`src/rtl/lhm_pkg.sv`:
```
package lhm_pkg;

  localparam int ADDR_W     = 8;
  localparam int DATA_W     = 32;
  localparam int STEP_IDX_W = 4;
  localparam int PHY_FIRST  = 0;
  localparam int PHY_LAST   = 3;
  localparam int CLR_FIRST  = 4;
  localparam int CLR_LAST   = 8;

  typedef enum logic [2:0] {
    S_POLL,
    S_WAIT_HB,
    S_PHY,
    S_SETTLE,
    S_CLEAR,
    S_RETRAIN,
    S_VERIFY,
    S_RETRY
  } seq_state_t;

  typedef struct packed {
    logic [ADDR_W-1:0] addr;
    logic [DATA_W-1:0] data;
  } phy_wr_t;

  // Ordered recovery program: PHY lane kick, error clears, forced-detect release.
  function automatic phy_wr_t step_write(input logic [STEP_IDX_W-1:0] idx);
    phy_wr_t w;
    unique case (idx)
      4'd0:    begin w.addr = 8'h06; w.data = 32'h0000_00E0; end
      4'd1:    begin w.addr = 8'h04; w.data = 32'h0000_0040; end
      4'd2:    begin w.addr = 8'h04; w.data = 32'h0000_0060; end
      4'd3:    begin w.addr = 8'h06; w.data = 32'h0000_0060; end
      4'd4:    begin w.addr = 8'h10; w.data = 32'h0000_0100; end
      4'd5:    begin w.addr = 8'h14; w.data = 32'h0000_0001; end
      4'd6:    begin w.addr = 8'h18; w.data = 32'h0000_0001; end
      4'd7:    begin w.addr = 8'h1C; w.data = 32'h0000_0001; end
      4'd8:    begin w.addr = 8'h20; w.data = 32'h0000_0000; end
      default: begin w.addr = '0;    w.data = '0;            end
    endcase
    return w;
  endfunction

endpackage

```
`src/rtl/lhm_rst_sync.sv`:
```
module lhm_rst_sync #(
  parameter int STAGES = 2
) (
  input  logic clk,
  input  logic rst_n,
  output logic rst_n_sync
);

  logic [STAGES-1:0] sync_q;

  always_ff @(posedge clk or negedge rst_n) begin
    if (!rst_n) sync_q <= '0;
    else        sync_q <= {sync_q[STAGES-2:0], 1'b1};
  end

  assign rst_n_sync = sync_q[STAGES-1];

endmodule

```
`src/rtl/lhm_ms_timer.sv`:
```
module lhm_ms_timer #(
  parameter int CYC_PER_MS = 250000,
  parameter int MS_W       = 10
) (
  input  logic            clk,
  input  logic            rst_n,
  input  logic            start,
  input  logic [MS_W-1:0] load_ms,
  output logic            expired
);

  localparam int PRE_W = (CYC_PER_MS > 1) ? $clog2(CYC_PER_MS) : 1;
  localparam logic [PRE_W-1:0] PRE_TOP = PRE_W'(CYC_PER_MS - 1);

  logic             busy_q, busy_d;
  logic [PRE_W-1:0] pre_q, pre_d;
  logic [MS_W-1:0]  ms_q, ms_d;
  logic             exp_q, exp_d;

  always_comb begin
    busy_d = busy_q;
    pre_d  = pre_q;
    ms_d   = ms_q;
    exp_d  = 1'b0;
    if (start) begin
      busy_d = 1'b1;
      pre_d  = PRE_TOP;
      ms_d   = load_ms - 1'b1;
    end else if (busy_q) begin
      if (pre_q == '0) begin
        if (ms_q == '0) begin
          busy_d = 1'b0;
          exp_d  = 1'b1;
        end else begin
          ms_d  = ms_q - 1'b1;
          pre_d = PRE_TOP;
        end
      end else begin
        pre_d = pre_q - 1'b1;
      end
    end
  end

  always_ff @(posedge clk or negedge rst_n) begin
    if (!rst_n) begin
      busy_q <= 1'b0;
      pre_q  <= '0;
      ms_q   <= '0;
      exp_q  <= 1'b0;
    end else begin
      busy_q <= busy_d;
      pre_q  <= pre_d;
      ms_q   <= ms_d;
      exp_q  <= exp_d;
    end
  end

  assign expired = exp_q;

endmodule

```
`src/rtl/lhm_wr_seq.sv`:
```
module lhm_wr_seq (
  input  logic                           clk,
  input  logic                           rst_n,
  input  logic                           start,
  input  logic [lhm_pkg::STEP_IDX_W-1:0] first_idx,
  input  logic [lhm_pkg::STEP_IDX_W-1:0] last_idx,
  input  logic                           wr_ack,
  output logic                           wr_valid,
  output logic [lhm_pkg::ADDR_W-1:0]     wr_addr,
  output logic [lhm_pkg::DATA_W-1:0]     wr_data,
  output logic                           done
);

  logic                           busy_q, busy_d;
  logic [lhm_pkg::STEP_IDX_W-1:0] idx_q, idx_d;
  logic [lhm_pkg::STEP_IDX_W-1:0] last_q, last_d;
  logic                           done_q, done_d;
  lhm_pkg::phy_wr_t               cur;

  always_comb begin
    busy_d = busy_q;
    idx_d  = idx_q;
    last_d = last_q;
    done_d = 1'b0;
    if (start && !busy_q) begin
      busy_d = 1'b1;
      idx_d  = first_idx;
      last_d = last_idx;
    end else if (busy_q && wr_ack) begin
      if (idx_q == last_q) begin
        busy_d = 1'b0;
        done_d = 1'b1;
      end else begin
        idx_d = idx_q + 1'b1;
      end
    end
  end

  always_ff @(posedge clk or negedge rst_n) begin
    if (!rst_n) begin
      busy_q <= 1'b0;
      idx_q  <= '0;
      last_q <= '0;
      done_q <= 1'b0;
    end else begin
      busy_q <= busy_d;
      idx_q  <= idx_d;
      last_q <= last_d;
      done_q <= done_d;
    end
  end

  assign cur      = lhm_pkg::step_write(idx_q);
  assign wr_valid = busy_q;
  assign wr_addr  = cur.addr;
  assign wr_data  = cur.data;
  assign done     = done_q;

endmodule

```
`src/rtl/lhm_link_track.sv`:
```
module lhm_link_track #(
  parameter int STAT_W  = 16,
  parameter int WID_LSB = 4,
  parameter int WID_W   = 6,
  parameter int SPD_W   = 4
) (
  input  logic              clk,
  input  logic              rst_n,
  input  logic              sample,
  input  logic              link_active,
  input  logic [STAT_W-1:0] phy_status,
  output logic              link_is_up,
  output logic [WID_W-1:0]  link_width,
  output logic [SPD_W-1:0]  link_speed,
  output logic              evt_up,
  output logic              evt_down,
  output logic              fields_match
);

  logic             up_q, up_d;
  logic [WID_W-1:0] wid_q, wid_d;
  logic [SPD_W-1:0] spd_q, spd_d;
  logic             eu_q, eu_d, ed_q, ed_d;
  logic [WID_W-1:0] wid_now;
  logic [SPD_W-1:0] spd_now;
  logic             status_unused;

  assign wid_now       = phy_status[WID_LSB +: WID_W];
  assign spd_now       = phy_status[SPD_W-1:0];
  assign status_unused = ^phy_status;

  always_comb begin
    up_d  = up_q;
    wid_d = wid_q;
    spd_d = spd_q;
    eu_d  = 1'b0;
    ed_d  = 1'b0;
    if (sample && (link_active != up_q)) begin
      up_d = link_active;
      if (link_active) begin
        eu_d  = 1'b1;
        wid_d = wid_now;
        spd_d = spd_now;
      end else begin
        ed_d = 1'b1;
      end
    end
  end

  always_ff @(posedge clk or negedge rst_n) begin
    if (!rst_n) begin
      up_q  <= 1'b0;
      wid_q <= '0;
      spd_q <= '0;
      eu_q  <= 1'b0;
      ed_q  <= 1'b0;
    end else begin
      up_q  <= up_d;
      wid_q <= wid_d;
      spd_q <= spd_d;
      eu_q  <= eu_d;
      ed_q  <= ed_d;
    end
  end

  assign link_is_up   = up_q;
  assign link_width   = wid_q;
  assign link_speed   = spd_q;
  assign evt_up       = eu_q;
  assign evt_down     = ed_q;
  assign fields_match = (wid_now == wid_q) && (spd_now == spd_q);

endmodule

```
`src/rtl/link_recovery_seq.sv`:
```
module link_recovery_seq #(
  parameter int CLK_HZ     = 250_000_000,
  parameter int HB_MS      = 1000,
  parameter int SETTLE_MS  = 100,
  parameter int RETRAIN_MS = 500,
  parameter int STAT_W     = 16,
  parameter int WID_LSB    = 4,
  parameter int WID_W      = 6,
  parameter int SPD_W      = 4
) (
  input  logic                       clk,
  input  logic                       rst_n,
  input  logic                       link_active,
  input  logic                       force_detect,
  input  logic                       ovf_flag,
  input  logic [STAT_W-1:0]          phy_status,
  output logic                       wr_valid,
  output logic [lhm_pkg::ADDR_W-1:0] wr_addr,
  output logic [lhm_pkg::DATA_W-1:0] wr_data,
  input  logic                       wr_ack,
  output logic                       link_is_up,
  output logic [WID_W-1:0]           link_width,
  output logic [SPD_W-1:0]           link_speed,
  output logic                       evt_up,
  output logic                       evt_down,
  output logic                       evt_recov_ok,
  output logic                       evt_recov_retry,
  output logic                       in_recovery
);

  import lhm_pkg::*;

  localparam int CYC_PER_MS = (CLK_HZ / 1000 > 0) ? CLK_HZ / 1000 : 1;
  localparam int MAX_A      = (HB_MS > SETTLE_MS) ? HB_MS : SETTLE_MS;
  localparam int MAX_MS     = (MAX_A > RETRAIN_MS) ? MAX_A : RETRAIN_MS;
  localparam int MS_W       = $clog2(MAX_MS + 1);
  localparam logic [MS_W-1:0] HB_LD      = MS_W'(HB_MS);
  localparam logic [MS_W-1:0] SETTLE_LD  = MS_W'(SETTLE_MS);
  localparam logic [MS_W-1:0] RETRAIN_LD = MS_W'(RETRAIN_MS);

  logic                  rst_n_int;
  seq_state_t            state_q, state_d;
  logic                  tmr_start, tmr_expired;
  logic [MS_W-1:0]       tmr_ms;
  logic                  seq_start, seq_done;
  logic [STEP_IDX_W-1:0] seq_first, seq_last;
  logic                  poll;
  logic                  fields_match;
  logic                  ok_d, ok_q, retry_d, retry_q;

  lhm_rst_sync #(.STAGES(2)) u_rst_sync (
    .clk        (clk),
    .rst_n      (rst_n),
    .rst_n_sync (rst_n_int)
  );

  lhm_ms_timer #(.CYC_PER_MS(CYC_PER_MS), .MS_W(MS_W)) u_timer (
    .clk     (clk),
    .rst_n   (rst_n_int),
    .start   (tmr_start),
    .load_ms (tmr_ms),
    .expired (tmr_expired)
  );

  lhm_wr_seq u_wr_seq (
    .clk       (clk),
    .rst_n     (rst_n_int),
    .start     (seq_start),
    .first_idx (seq_first),
    .last_idx  (seq_last),
    .wr_ack    (wr_ack),
    .wr_valid  (wr_valid),
    .wr_addr   (wr_addr),
    .wr_data   (wr_data),
    .done      (seq_done)
  );

  lhm_link_track #(
    .STAT_W (STAT_W), .WID_LSB (WID_LSB), .WID_W (WID_W), .SPD_W (SPD_W)
  ) u_track (
    .clk          (clk),
    .rst_n        (rst_n_int),
    .sample       (poll),
    .link_active  (link_active),
    .phy_status   (phy_status),
    .link_is_up   (link_is_up),
    .link_width   (link_width),
    .link_speed   (link_speed),
    .evt_up       (evt_up),
    .evt_down     (evt_down),
    .fields_match (fields_match)
  );

  // Next-state and control decode.
  always_comb begin
    state_d   = state_q;
    tmr_start = 1'b0;
    tmr_ms    = HB_LD;
    seq_start = 1'b0;
    seq_first = STEP_IDX_W'(PHY_FIRST);
    seq_last  = STEP_IDX_W'(PHY_LAST);
    poll      = 1'b0;
    ok_d      = 1'b0;
    retry_d   = 1'b0;
    unique case (state_q)
      S_POLL: begin
        poll = 1'b1;
        if (!link_active && force_detect) begin
          seq_start = 1'b1;
          state_d   = S_PHY;
        end else begin
          tmr_start = 1'b1;
          state_d   = S_WAIT_HB;
        end
      end
      S_WAIT_HB: begin
        if (tmr_expired) state_d = S_POLL;
      end
      S_PHY: begin
        if (seq_done) begin
          tmr_start = 1'b1;
          tmr_ms    = SETTLE_LD;
          state_d   = S_SETTLE;
        end
      end
      S_SETTLE: begin
        if (tmr_expired) begin
          seq_start = 1'b1;
          seq_first = STEP_IDX_W'(CLR_FIRST);
          seq_last  = STEP_IDX_W'(CLR_LAST);
          state_d   = S_CLEAR;
        end
      end
      S_CLEAR: begin
        if (seq_done) begin
          tmr_start = 1'b1;
          tmr_ms    = RETRAIN_LD;
          state_d   = S_RETRAIN;
        end
      end
      S_RETRAIN: begin
        if (tmr_expired) state_d = S_VERIFY;
      end
      S_VERIFY: begin
        tmr_start = 1'b1;
        if (!force_detect && !ovf_flag && fields_match) begin
          ok_d    = 1'b1;
          state_d = S_WAIT_HB;
        end else begin
          retry_d = 1'b1;
          state_d = S_RETRY;
        end
      end
      S_RETRY: begin
        if (tmr_expired) begin
          seq_start = 1'b1;
          state_d   = S_PHY;
        end
      end
      default: state_d = S_POLL;
    endcase
  end

  always_ff @(posedge clk or negedge rst_n_int) begin
    if (!rst_n_int) begin
      state_q <= S_POLL;
      ok_q    <= 1'b0;
      retry_q <= 1'b0;
    end else begin
      state_q <= state_d;
      ok_q    <= ok_d;
      retry_q <= retry_d;
    end
  end

  assign evt_recov_ok    = ok_q;
  assign evt_recov_retry = retry_q;
  assign in_recovery     = (state_q != S_POLL) && (state_q != S_WAIT_HB);

endmodule

```
`config.mk`:
```
export PLATFORM = sky130hd
export DESIGN_NAME = link_recovery_seq
export DESIGN_NICKNAME = d
export VERILOG_FILES = /design/src/rtl/lhm_pkg.sv /design/src/rtl/lhm_rst_sync.sv /design/src/rtl/lhm_ms_timer.sv /design/src/rtl/lhm_wr_seq.sv /design/src/rtl/lhm_link_track.sv /design/src/rtl/link_recovery_seq.sv
export SDC_FILE = /design/constraint.sdc
export NUM_CORES = 1
export LEC_CHECK = 0
export BUFFER_PORTS_ARGS = -buffer_cell sky130_fd_sc_hd__buf_2
export CORE_MARGIN = 4
export CORE_UTILIZATION = 23
export CTS_CLUSTER_DIAMETER = 40
export DETAILED_ROUTE_END_ITERATION = 10
export PLACE_DENSITY_LB_ADDON = 0.05
export REMOVE_ABC_BUFFERS = 1
export SYNTH_ARGS = -nofsm -noshare
export SYNTH_HDL_FRONTEND = slang
export SYNTH_SLANG_ARGS = --single-unit
```
`constraint.sdc`:
```
create_clock -name clk -period 2.32 [get_ports clk]
set_input_delay 0.232 -clock clk [delete_from_list [all_inputs] [get_ports clk]]
set_output_delay 0.232 -clock clk [all_outputs]
set_load 0.02 [all_outputs]
```
Yosys cells after proc, flatten, opt, wreduce, memory -nomap -nowiden --
Memory sizes are Yosys's and may differ from the RTL's. Index checks and enable logic that the tools add are counted.
Storage, ports and cells: input port bits 22, bits in writable memories 0, output and inout port bits 57, memories kept 1, register bits 60, logic and storage cells 127, latch bits 0, bits in read-only memories 160
Operators by class: div/mod/pow operators 0, $mul 0, muxes and demuxes 56, magnitude comparators 0, add/subtract/negate cells 4, equality and inequality tests 21, shift-type cells 0, bitwise operators 0, reduce and logical (&&, ||, !) cells 28
Memories:
- (no name shown) | words 16, width 10, read ports 1, clocked after memory_dff 0, wr ports 0, line lhm_pkg.sv:30 | unique case (idx)
Operators with widths (count):
- 18-bit 2-to-1 mux | 4
- 10-bit 2-to-1 mux | 6
- 1-bit 2-to-1 mux | 27
- 3-bit 2-to-1 mux | 9
- 3-bit case mux with 8 select lines | 1
- 4-bit 2-to-1 mux | 5
- 10-bit case mux with 2 select lines | 1
- 10-bit by 1-bit subtractor with 10-bit output (second input constant) | 2
- 18-bit zero test | 1
- 18-bit by 1-bit subtractor with 18-bit output (second input constant) | 1
- 2-bit by 1-bit inequality test with 1-bit output (second input constant) | 7
- 3-bit equality test (second input constant) | 4
- 10-bit zero test | 1
- 4-bit equality test | 2
- 1-bit logical AND | 8
- 2-bit AND reduction | 4
- 2-bit nonzero test | 4
- 3-bit by 2-bit equality test with 1-bit output (second input constant) | 2
- 6-bit equality test | 1
- 6-bit AND reduction | 1
- 4-bit by 1-bit adder with 4-bit output (second input constant) | 1
- 1-bit zero test | 4
- 2-bit OR reduction | 2
- 3-bit by 1-bit equality test with 1-bit output (second input constant) | 1
- other kinds (10) | 10

Depth between registers and ports, before layout --
Gate-level depths: netlist (run 1).
depth in word-level cells 7, gate-level depth with buffers 11, mapped depth without buffers 9

Hierarchy --
From an unflattened synthesis (run 1), not the netlist that was laid out.
Unflattened totals: cells, all modules 395, area total of the unflattened synthesis 3797.4 sq um
By module, submodules not included:
- lhm_ms_timer | cells each 208, area an instance 1915.6 sq um, times used 1, seq. area each 750.7 sq um
- lhm_wr_seq | cells each 99, area an instance 830.8 sq um, times used 1, seq. area each 250.2 sq um
- lhm_link_track | cells each 41, area an instance 634.4 sq um, times used 1, seq. area each 325.3 sq um
- link_recovery_seq | cells each 44, area an instance 362.8 sq um, times used 1, seq. area each 125.1 sq um
- lhm_rst_sync | cells each 3, area an instance 53.8 sq um, times used 1, seq. area each 50.0 sq um

Worst setup path before layout (run 1) --
Ideal clock, no wire load.
path type input port to flip-flop, start input port link_active, end register u_timer.ms_q[8], data required time 2241 ps, data arrival time 2019 ps, stages 9, path slack 221 ps, setup time 79 ps, path buffers 1, cells stage by stage nand2b_1 o221ai_2 clkbuf_1 nand2_1 ha_1 o21ai_1 or4b_1 a21oi_1 a2bb2oi_1
Between the ends: word-level cells in the longest chain between the ends 6, elaborated cells on any way between the ends 9, those cells by class eq/ne (1); mux (3); reduce/logical (5)
RTL lines:
- start: declaration | line link_recovery_seq.sv:13 | input logic link_active,
- 1-bit zero test * | line link_recovery_seq.sv:108 | if (!link_active && force_detect) begin
- 1-bit logical AND * | line link_recovery_seq.sv:108
- 1-bit 2-to-1 mux * | line link_recovery_seq.sv:108
- 1-bit case mux with 3 select lines * | line link_recovery_seq.sv:105 | unique case (state_q)
- 2-bit inequality test (no line) or 2-bit nonzero test (tied branches)
- 3-bit AND reduction (no line)
- end signal: assignment | line lhm_ms_timer.sv:53 | ms_q <= ms_d;
- end: declaration | line lhm_ms_timer.sv:17 | logic [MS_W-1:0] ms_q, ms_d;
Every way passes the cells marked *; elsewhere a longest branch is shown, timed or not. A chain may end at the register's enable or synchronous reset.

Worst setup path in the final report (run 1) --
start register u_timer.ms_q[8], end register u_timer.pre_q[10]
Between the ends: word-level cells in the longest chain between the ends 3
RTL lines:
- 10-bit zero test | line lhm_ms_timer.sv:31 | if (ms_q == '0) begin
- 3-bit inequality test (no line)
- 2-bit AND reduction (no line)
- end signal: assignment | line lhm_ms_timer.sv:52 | pre_q <= pre_d;
- end: declaration | line lhm_ms_timer.sv:16 | logic [PRE_W-1:0] pre_q, pre_d;
Every way passes these cells.

==> impl_metrics.yaml, run 1 <==
setup_path:
  start_kind: "flop"
  crit_arrival_ns: 2.47
  critPathKind: "reg -> reg"
  cp_max_fo: 13
  cp-end-kind: "flop"
  required_ns: 2.59
synthesis:
  avgSynthCellArea_um2: 9.17
  synthDistinctLibCells: 61
  yosysWarnings: 0
  yosysTopAreaCell: "dfrtp_1"
  synth_top_area_share: 0.428
  syn_area_um2: 3390
  synth-edff-count: 0
  seq_area_frac_synth: 0.428
  netlist_instances: 370
  async_flop_share: 1.00
  ys_ff_latch: 58
  netlist_top_cells_area: "dfrtp_1 43%, buf_4 6.6%, nand2_1 6.0%, xor2_1 4.1%, nor2_1 3.4%"
  ys.flop_type: "dfrtp_1"
global_route:
  grt_max_degree: 37
  grt_usage: 0.111
  grt.overflow.total: 0
  grt_first_pass_wirelength_um: 14100
  antenna_found_initial: 0
  grt_pass1_vias: 2726
hold_path:
  hold_class: "in -> reg"
die:
  fp.dieArea_um2: 16800
  initial_utilization: 0.234
  rows: 44
  io_pins: 79
  coreArea_um2: 14500
  die_y_um: 129
  die_w_um: 129
power:
  peakVddDrop_uv: 458
  p_clk_frac: 0.440
  p_comb_frac: 0.172
  p_sw_w: 0.000896
  p_int_w: 0.00210
  power_density_nw_per_um2: 714
  leakagePower_nw: 1.95
  switching_share: 0.299
  seq_power_share: 0.389
placement:
  placed_cells: 607
  finalWeightedCongestion: 0.727
  placed_area_um2: 3860
  dpl.hpwl_um: 6220
  numPortBuffers: 42
cells_and_area:
  n_antenna_cell: 0
  syn2layout_area_growth_pct: 23.6
  layout-drive-gt1-share: 0.238
  final_nets: 464
  layoutNonFillerInstCount: 625
  fin_area_um2: 4190
sta:
  fin_worst_skew_ns: 0.00562
  fin_crit_ns: 2.19
  tightest_slew_ns: 0.572
  hold_viol_final: 0
  slew_viol_final: 0
  max_freq_ghz: 0.456
  period_share: 0.945
  relSlewSlack: 0.615
  setup_violations: 0
routing:
  wl_um: 8490
  num_vias: 2716
  drc: 0
  top_layer: "met4"
  drt_iter0_markers: 93
  wl_met2_um: 4080
  first_pass_iters: 4
  drtAntennaViolNets: 0
  wl_met1_um: 3850
  dr_wl_met3_um: 387
  vias_per_cell: 4.35
  wl_per_cell_um: 13.6
cts:
  cts-root-buf: "clkbuf_16"
  insertion_delay_ns: 0.34
  h-tree-depth: 3
  numClockSinks: 58
  tritoncts: "done"
  clk_path_buf_depth: 2
  cts.clk_slew.worst_paths_ns: 0.05
  cts_inserted_buffers: 9
flow_run:
  maxCapViolCount: 0
run_status:
  status: "complete, no violations"
## state kept, by name (all words and copies together), names as in the netlist, 2 cells and up
name	count
u_rst_sync.sync_q	2
state_q	3
u_wr_seq.idx_q	4
u_track.link_width	6
u_wr_seq.last_q	2
u_timer.ms_q	10
u_timer.pre_q	18
u_track.link_speed	4
## metal layers
metal	track usage	vias up
met5	0	-
met4	0.0501	0
li1	-	1341
met3	0.0392	16
met2	0.179	51
met1	0.132	1308
## stage by stage
step / worst slack, ns / hold WS [ns] / power [W] / utilization / setup TNS, ns
after floorplan: -0.145 / -0.0636 / 0.00152 / - / -0.213
after global placement: 0.00899 / 0.0179 / 0.00170 / 0.266 / 0
after detailed placement: 0.0132 / 0.0183 / 0.00170 / 0.266 / 0
after CTS: 0.0290 / 0.0923 / 0.00306 / 0.287 / 0
after global routing: -0.00947 / 0.112 / 0.00318 / 0.290 / -0.0122
final: 0.128 / 0.110 / 0.00300 / 0.290 / 0
## timing repair
item,4_1_cts,5_1_grt
endpoints found under the setup margin,1,19
endpoints found under the hold margin,2,0
hold buffers,1,0
pin swaps,1,1
setup buffers,0,1
gates resized for setup,0,8
## path summary, 6_finish.rpt
check | startpoint | to | slack, ns | depth (start not counted)
max reg2reg | u_timer.ms_q[8] | u_timer.pre_q[10] | 0.13 | 7
max | u_timer.ms_q[8] | u_timer.pre_q[10] | 0.13 | 7
min in group asynchronous | rst_n | u_rst_sync.sync_q[0] | 0.20 | 2
min | phy_status[0] | u_track.link_speed[0] | 0.11 | 3
min reg2reg | u_rst_sync.sync_q[1] | u_wr_seq.done | 0.24 | 0
max in group asynchronous | u_rst_sync.sync_q[1] | u_timer.pre_q[13] | 1.49 | 1
## layout by cell type (no fill, tap or decap), drive strengths merged, types with 3 or more instances in the layout
| cell type | synthesis | layout |
|---|---|---|
| buf | 36 | 68 |
| dfrtp | 58 | 58 |
| nand2 | 56 | 56 |
| nor2 | 31 | 31 |
| conb | 2 | 31 |
| o21ai | 18 | 18 |
| xor2 | 16 | 16 |
| inv | 14 | 14 |
| nand3 | 14 | 14 |
| clkbuf | 7 | 13 |
| xnor2 | 12 | 12 |
| nor3 | 10 | 10 |
| a21oi | 9 | 9 |
| nand4 | 7 | 7 |
| ha | 6 | 6 |
| and2 | 6 | 6 |
| nor4 | 4 | 4 |
| a211oi | 4 | 4 |
| a21o | 4 | 4 |
| nor2b | 3 | 3 |
| nand3b | 3 | 3 |
| and4 | 3 | 3 |
| and3 | 3 | 3 |
| nor4b | 3 | 3 |
| o21a | 3 | 3 |
## power groups by stage
stage / registers (W) / clock network (W) / logic, W
6_report: 0.00116 / 0.00132 / 0.000514
3_5_place_dp: 0.00118 / 0 / 0.000521
5_1_grt: 0.00118 / 0.00142 / 0.000582
4_1_cts: 0.00116 / 0.00137 / 0.000523
2_1_floorplan: 0.00117 / 0 / 0.000350
3_3_place_gp: 0.00118 / 0 / 0.000523
## critical path, cell delays in order, from the launching register on
cell	delay, ns
dfrtp_1	0.41
or4_4	0.56
nor4b_4	0.21
buf_4	0.18
nand4_4	0.25
and2_4	0.28
a21boi_1	0.13
a21o_1	0.10
## cell usage after synthesis, drive strengths merged, types with 2 or more instances
cell type  count
conb           2
ha             6
and4           3
nor2          31
nor3b          2
a21oi          9
and3b          2
mux2           2
clkbuf         7
o22ai          2
xnor2         12
o21ai         18
nand4          7
nand2b         2
inv           14
xor2          16
nor4b          3
o21a           3
a21boi         2
nand3         14
and4b          2
nor3          10
nand3b         3
nand2         56
or4            2
nor4           4
nand4b         2
a211o          2
dfrtp         58
nor2b          3
a211oi         4
a22o           2
and3           3
and2           6
buf           36
or3            2
o2111ai        2
a21o           4
## cells by family (layout without fill, tap and decap cells)
family	after synthesis	after routing	share of synthesized area
and+or+nand+nor	159	159	0.252
AOI/OAI and AO/OA	58	58	0.117
DFF	58	58	0.428
buffers and inverters	57	99	0.100
xor gates and xnor gates	28	28	0.0722
adders and majority gates	6	6	0.0221
other	2	31	0.00221
muxes	2	2	0.00663
## cell type report
cell class	instances	area, um^2
Clock buffer	13	250
Inverter	14	52.6
Timing Repair Buffer	69	428
Clock inverter	3	40.0
Tap cell	184	230
Fill cell	1537	10300
Sequential cell	58	1450
Multi-Input combinational cell	284	1740
Note: power is estimated with default switching activity, not from simulation.
==> run 2, diff against run 1 <==
--- a/config.mk
+++ b/config.mk
@@ -14,4 +14,5 @@
 export REMOVE_ABC_BUFFERS = 1
 export SYNTH_ARGS = -nofsm -noshare
 export SYNTH_HDL_FRONTEND = slang
+export SYNTH_HIERARCHICAL = 1
 export SYNTH_SLANG_ARGS = --single-unit
==> run 2 against run 1 <==
  * The run now ends with negative setup slack left
  * Die area grew 11%
  * Sequential cell count is 2 higher
  * Count of clock-buffer cells in the layout is 2 lower
  * Clock power up 6%
  * Synthesized cell count grew 6.8%
  * Setup slack got worse by 0.31 ns
  * Sequential share of layout area fell by 7.1 points
  * Maximum frequency shrank 12%
  * Via count increased by 19%
  * Largest cell class unchanged
  * Largest power group unchanged
  * Highest routed layer unchanged
==> impl_metrics.yaml, run 2 <==
run_status:
  status: "complete, but fails checks"
  violations: "negative setup slack"
synthesis:
  synth.top_cells.by_count: "60 x dfrtp_1, 33 x buf_4, 30 x nor2_1"
  async_flop_share: 1.00
  ys_ff_latch: 60
  netlist_top_cells_area: "dfrtp_1 40%, buf_4 6.5%, xnor2_1 3.9%, mux2_4 3.6%, nor2_1 3.0%"
  synthDistinctLibCells: 64
  yosysWarnings: 6
  seq_area_frac_synth: 0.395
  syn_area_um2: 3800
  post-synth-top-count-cell: "dfrtp_1"
  synth_top_area_share: 0.395
  yosysTopAreaCell: "dfrtp_1"
  avgSynthCellArea_um2: 9.61
  ys.flop_type: "dfrtp_1"
  netlist_instances: 395
  synth-edff-count: 0
setup_path:
  critPathKind: "reg -> reg"
  startpoint: "state_q[2]"
  reg2reg_depth: 11
  r2r_start: "state_q[2]"
  start_kind: "flop"
  cp_max_fo: 7
  rr_endpoint: "u_timer/pre_q[7]"
  cp-end-kind: "flop"
  ff2ff_setup_slack_ns: -0.18
  required_ns: 2.59
  crit_arrival_ns: 2.77
global_route:
  grt_max_degree: 37
  grt_pass1_vias: 3153
  grt_first_pass_wirelength_um: 16600
  antenna_found_initial: 0
  grt.overflow.total: 0
  grt_usage: 0.114
sta:
  fin_ws_ns: -0.180
  period_share: 1.08
  setup_violations: 24
  fin_tns_setup_ns: -2.27
  tightest_slew_ns: 0.940
  max_freq_ghz: 0.400
  rsz0062_at_grt: "true"
  hold_viol_final: 0
  slew_viol_final: 0
  relSlewSlack: 0.364
  fin_worst_skew_ns: 0.00556
  fin_crit_ns: 2.50
routing:
  drt_iter0_markers: 142
  wl_um: 10100
  first_pass_iters: 6
  drtAntennaViolNets: 0
  drc: 0
  vias_per_cell: 4.38
  num_vias: 3242
  wl_per_cell_um: 13.6
die:
  die_y_um: 136
  coreArea_um2: 16100
  initial_utilization: 0.236
  rows: 46
  die_w_um: 136
  io_pins: 79
  fp.dieArea_um2: 18600
placement:
  dpl.hpwl_um: 7470
  numPortBuffers: 42
  finalWeightedCongestion: 0.774
  placed_area_um2: 4630
cells_and_area:
  num-fill-cells: 1655
  fin_util: 0.340
  final_cell_mix: "59 x dfrtp_1, 59 x buf_4, 42 x buf_2, 42 x conb_1, 25 x nor2_1"
  largest-register: "u_timer/pre_q"
  largest_register_ff_count: 18
  n_antenna_cell: 0
  fin_area_um2: 5460
  layout-drive-gt1-share: 0.414
  final_nets: 547
  syn2layout_area_growth_pct: 43.8
hold_path:
  min_to: "u_track/link_width[4]"
  hold_start: "phy_status[8]"
  hold_class: "in -> reg"
  holdPathStages: 2
cts:
  numClockSinks: 60
  cts-root-buf: "clkbuf_16"
  cts.clk_slew.worst_paths_ns: 0.06
  cts_inserted_buffers: 9
  clk_path_buf_depth: 2
  tritoncts: "done"
  insertion_delay_ns: 0.33
  h-tree-depth: 3
power:
  peakVddDrop_uv: 386
  leakagePower_nw: 2.56
  power_density_nw_per_um2: 582
flow_run:
  maxCapViolCount: 0
run 2: cell types whose count changed in the layout (fill, tap and decap cells not counted), moves of 8 or more:
cell	before	now
buf_4	25	59
conb_1	31	42
xor2_1	16	8
buf_6	0	14
mux2_4	0	10
nand2_1	54	23
run 2: timing repair:
| action | in CTS | in global routing |
|---|---|---|
| endpoints found under the hold margin | 2 | 0 |
| endpoints found under the setup margin | 29 | 29 |
| resized for setup | 50 | 46 |
| pin swaps | 27 | 15 |
| cloned | 0 | 0 |
| buffers inserted | 6 | 5 |
| hold buffers | 1 | 0 |
run 2: how the worst max path moves through the flow:
stage	endpoint	slack (ns)	cells after the start
floorplan	u_timer/pre_q[7]	-1.78	8
global placement	u_timer/ms_q[9]	-0.40	10
detailed placement	u_timer/ms_q[9]	-0.46	10
CTS	u_timer/pre_q[17]	-0.17	9
global route	u_timer/ms_q[9]	-0.30	11
finish	u_timer/pre_q[7]	-0.18	11
run 2: kinds of logic (layout without fill, tap and decap cells):
logic type / after synthesis / after routing / synth area share
AND/OR/NAND/NOR: 151 / 151 / 0.228
AO/OA/AOI/OAI: 64 / 64 / 0.114
flip-flops: 60 / 60 / 0.395
buffers and inverters: 60 / 151 / 0.101
XOR/XNOR: 25 / 25 / 0.0577
multiplexers: 25 / 25 / 0.0801
adder cells (fa/ha/maj): 6 / 6 / 0.0198
other: 4 / 42 / 0.00395
run 2: worst max-delay path: stages, from the launching register on:
cell      delay, ns
dfrtp_1        0.40
buf_6          0.14
nand2b_4       0.06
a21oi_4        0.06
nor3_4         0.31
buf_6          0.18
buf_12         0.13
nor2_1         0.06
or2_4          0.25
or3_4          0.34
or4_1          0.41
nand3_1        0.08
run 2: cell type report:
cell class,instances,area [um^2],area share
clock buffers,11,253,0.0463
clock inverters,5,60.1,0.0110
inverters,14,52.6,0.00963
multi-input cells,313,2400,0.441
flip-flops and latches,60,1500,0.275
well taps,216,270,0.0495
repair buffers,121,916,0.168
run 2: report_power, final:
| part | switching [W] | internal (W) |
|---|---|---|
| clock network | 0.000505 | 0.000891 |
| logic | 0.000373 | 0.000222 |
| registers | 0.0000891 | 0.00110 |
run 2: metal layers:
metal  vias up  part of all wire  wire [um]  GRT usage
met5         -                 0          0          0
met4         0             0.021        216     0.0582
met3        12             0.038        377     0.0228
met2        80              0.44       4380      0.162
met1      1560              0.51       5080      0.162
li1       1590                 -          -          -
run 2: metrics by stage:
stage | hold slack, ns | setup WS (ns) | instances | total power, W
detailed placement | 0.0208 | -0.462 | 713 | 0.00180
CTS | 0.132 | -0.170 | 735 | 0.00325
floorplan | -0.0636 | -1.78 | 387 | 0.00161
global route | 0.143 | -0.301 | 740 | 0.00336
finish | 0.152 | -0.180 | 740 | 0.00318
global placement | 0.0180 | -0.396 | 713 | 0.00180
==> run 3, diff against run 2 <==
--- a/config.mk
+++ b/config.mk
@@ -5,11 +5,13 @@
 export SDC_FILE = /design/constraint.sdc
 export NUM_CORES = 1
 export LEC_CHECK = 0
+export ABC_AREA = 1
 export BUFFER_PORTS_ARGS = -buffer_cell sky130_fd_sc_hd__buf_2
 export CORE_MARGIN = 4
 export CORE_UTILIZATION = 23
 export CTS_CLUSTER_DIAMETER = 40
 export DETAILED_ROUTE_END_ITERATION = 10
+export GPL_ROUTABILITY_DRIVEN = 0
 export PLACE_DENSITY_LB_ADDON = 0.05
 export REMOVE_ABC_BUFFERS = 1
 export SYNTH_ARGS = -nofsm -noshare
==> run 3 against run 2 <==
  * The flow now finishes without violations
  * Register-to-register slack gained 0.36 ns
  * Sequential power is essentially flat
  * Combinational power grew 27%
  * Maximum frequency grew 17%
  * Synthesized cell count grew 52%
  * Wire length grew 4.9%
  * Sequential cell count is the same
  * Cell area shrank 7.5%
  * Sequential share of layout area grew 2.2 points
  * Non-clock buffer count shrank 59
  * First-iteration DRC count grew 13%
  * Largest cell class unchanged
==> impl_metrics.yaml, run 3 <==
run_status:
  status: "complete, no violations"
placement:
  numPortBuffers: 42
  placed_area_um2: 4690
  dpl.hpwl_um: 7750
  placed_cells: 881
cells_and_area:
  fin_area_um2: 5050
  mostFrequentLayoutCell: "nand2_1"
  syn2layout_area_growth_pct: 19.4
  largest_register_ff_count: 18
  seq_area_um2: 1500
  layout-drive-gt1-share: 0.199
  n_antenna_cell: 0
  final_nets: 693
  multiInputGateArea_um2: 2260
  num-fill-cells: 2012
  largest-register: "u_timer/pre_q"
  fin_util: 0.280
  layoutNonFillerInstCount: 899
  final_cell_mix: "200 x nand2_1, 66 x nor2_1, 64 x inv_1"
die:
  die_y_um: 144
  io_pins: 79
  fp.dieArea_um2: 20600
  rows: 49
  initial_utilization: 0.234
  coreArea_um2: 18000
  die_w_um: 144
global_route:
  grt_first_pass_wirelength_um: 17700
  grt_usage: 0.108
  grt.overflow.total: 0
  antenna_found_initial: 0
  grt_max_degree: 41
  grt_pass1_vias: 3536
sta:
  hold_viol_final: 0
  fin_crit_ns: 2.14
  rsz0062_at_grt: "true"
  max_freq_ghz: 0.467
  tightest_slew_ns: 0.673
  relSlewSlack: 0.546
  slew_viol_final: 0
  fin_worst_skew_ns: 0.00744
  setup_violations: 0
  period_share: 0.924
cts:
  cts.clk_slew.worst_paths_ns: 0.06
  numClockSinks: 60
  insertion_delay_ns: 0.33
  cts_inserted_buffers: 9
  clk_path_buf_depth: 2
  cts-root-buf: "clkbuf_16"
  h-tree-depth: 3
  postCtsSetupRepairBufs: 0
  tritoncts: "done"
synthesis:
  yosysWarnings: 6
  post-synth-top-count-cell: "nand2_1"
  synth.top_cells.by_count: "201 x nand2_1, 66 x nor2_1, 64 x inv_1"
  async_flop_share: 1.00
  yosysTopAreaCell: "dfrtp_1"
  ys.flop_type: "dfrtp_1"
  seq_area_frac_synth: 0.355
  synth-edff-count: 0
  synthDistinctLibCells: 37
  syn_area_um2: 4230
  netlist_instances: 600
  synth_top_area_share: 0.355
  ys_ff_latch: 60
  netlist_top_cells_area: "dfrtp_1 36%, nand2_1 18%, buf_4 5.9%, nor2_1 5.9%, nand3_1 5.8%"
  avgSynthCellArea_um2: 7.04
hold_path:
  holdPathStages: 3
  hold_class: "in -> reg"
setup_path:
  critPathKind: "reg -> reg"
  required_ns: 2.54
  cp_max_fo: 5
  crit_arrival_ns: 2.36
  cp-end-kind: "flop"
  start_kind: "flop"
  reg2reg_depth: 13
power:
  power_density_nw_per_um2: 674
  p_int_w: 0.00231
  seq_power_share: 0.352
  p_sw_w: 0.00109
  p_clk_frac: 0.426
  leakagePower_nw: 2.71
  peakVddDrop_uv: 452
  p_comb_frac: 0.222
  switching_share: 0.321
routing:
  drc: 0
  vias_per_cell: 4.07
  first_pass_iters: 4
  drtAntennaViolNets: 0
  drt_iter0_markers: 160
  wl_um: 10500
  wl_per_cell_um: 11.7
  num_vias: 3659
flow_run:
  maxCapViolCount: 0
run 3: cell count changes in the layout (fill, tap and decap cells not counted), moves of 13 or more:
cell / delta
buf_4: -44
nand3_1: +39
o21ai_2: +13
inv_1: +51
nand2_1: +177
buf_6: -13
xnor2_1: -15
nor2_1: +41
run 3: cell families after synthesis:
logic type,share of synthesized area
DFF,0.355
AOI/OAI and AO/OA,0.0713
other,0.00355
buffers and inverters,0.147
and+or+nand+nor,0.390
xor gates and xnor gates,0.0124
muxes,0.00266
adders and majority gates,0.0178
run 3: power groups by stage:
stage / clock network (W) / registers, W / logic (W)
after floorplan: 0 / 0.00120 / 0.000542
after global placement: 0 / 0.00122 / 0.000764
after detailed placement: 0 / 0.00122 / 0.000765
after CTS: 0.00152 / 0.00120 / 0.000770
after global routing: 0.00156 / 0.00121 / 0.000855
final: 0.00145 / 0.00120 / 0.000755
run 3: through the flow:
step	setup TNS [ns]	hold slack [ns]	total power [W]	worst slack [ns]
final	0	0.118	0.00340	0.177
after global routing	-0.146	0.128	0.00363	-0.0266
after CTS	-0.00749	0.104	0.00349	-0.00636
after detailed placement	0	0.0173	0.00198	0.0250
after global placement	0	0.0182	0.00198	0.0419
after floorplan	-13.72	-0.0636	0.00175	-0.586
run 3: repair_timing:
item,4_1_cts,5_1_grt
hold endpoints to repair,2,0
hold buffers,1,0
resized for setup,2,3
cloned,0,1
endpoints found under the setup margin,5,28
run 3: worst max-delay path, stage by stage (launching register included):
cell and delay, ns:
dfrtp_1 0.42, buf_4 0.16, nand2_1 0.09, nand2_1 0.07, nand2_2 0.07, nand3_2 0.12
buf_4 0.18, o21ai_1 0.21, ha_1 0.21, nand2_1 0.10, nor2_4 0.17, nand3b_1 0.09
nand3_1 0.09, nand2_1 0.05
run 3: worst paths after layout:
kind / from / endpoint / slack (ns)
setup / recovery: state_q[2] / u_timer/ms_q[8] / 0.18
hold / removal: phy_status[9] / u_track/link_width[5] / 0.12
setup reg to reg: state_q[2] / u_timer/ms_q[8] / 0.18
hold reg to reg: u_rst_sync/sync_q[1] / u_track/link_width[4] / 0.23
max in group asynchronous: u_rst_sync/sync_q[1] / u_timer/ms_q[6] / 1.48
min in group asynchronous: rst_n / u_rst_sync/sync_q[0] / 0.20
run 3: layout make-up:
type / count / share of cell area
Multi-Input combinational cell: 460 / 0.447
Inverter: 72 / 0.0555
Timing Repair Buffer: 62 / 0.0800
Clock buffer: 12 / 0.0488
Clock inverter: 4 / 0.0144
Tap cell: 229 / 0.0568
Sequential cell: 60 / 0.298
run 3: layer usage:
| metal | GRT usage | routed length [um] |
|---|---|---|
| met5 | 0 | 0 |
| met4 | 0.0446 | 176 |
| met3 | 0.0233 | 411 |
| met2 | 0.173 | 4790 |
| met1 | 0.143 | 5170 |
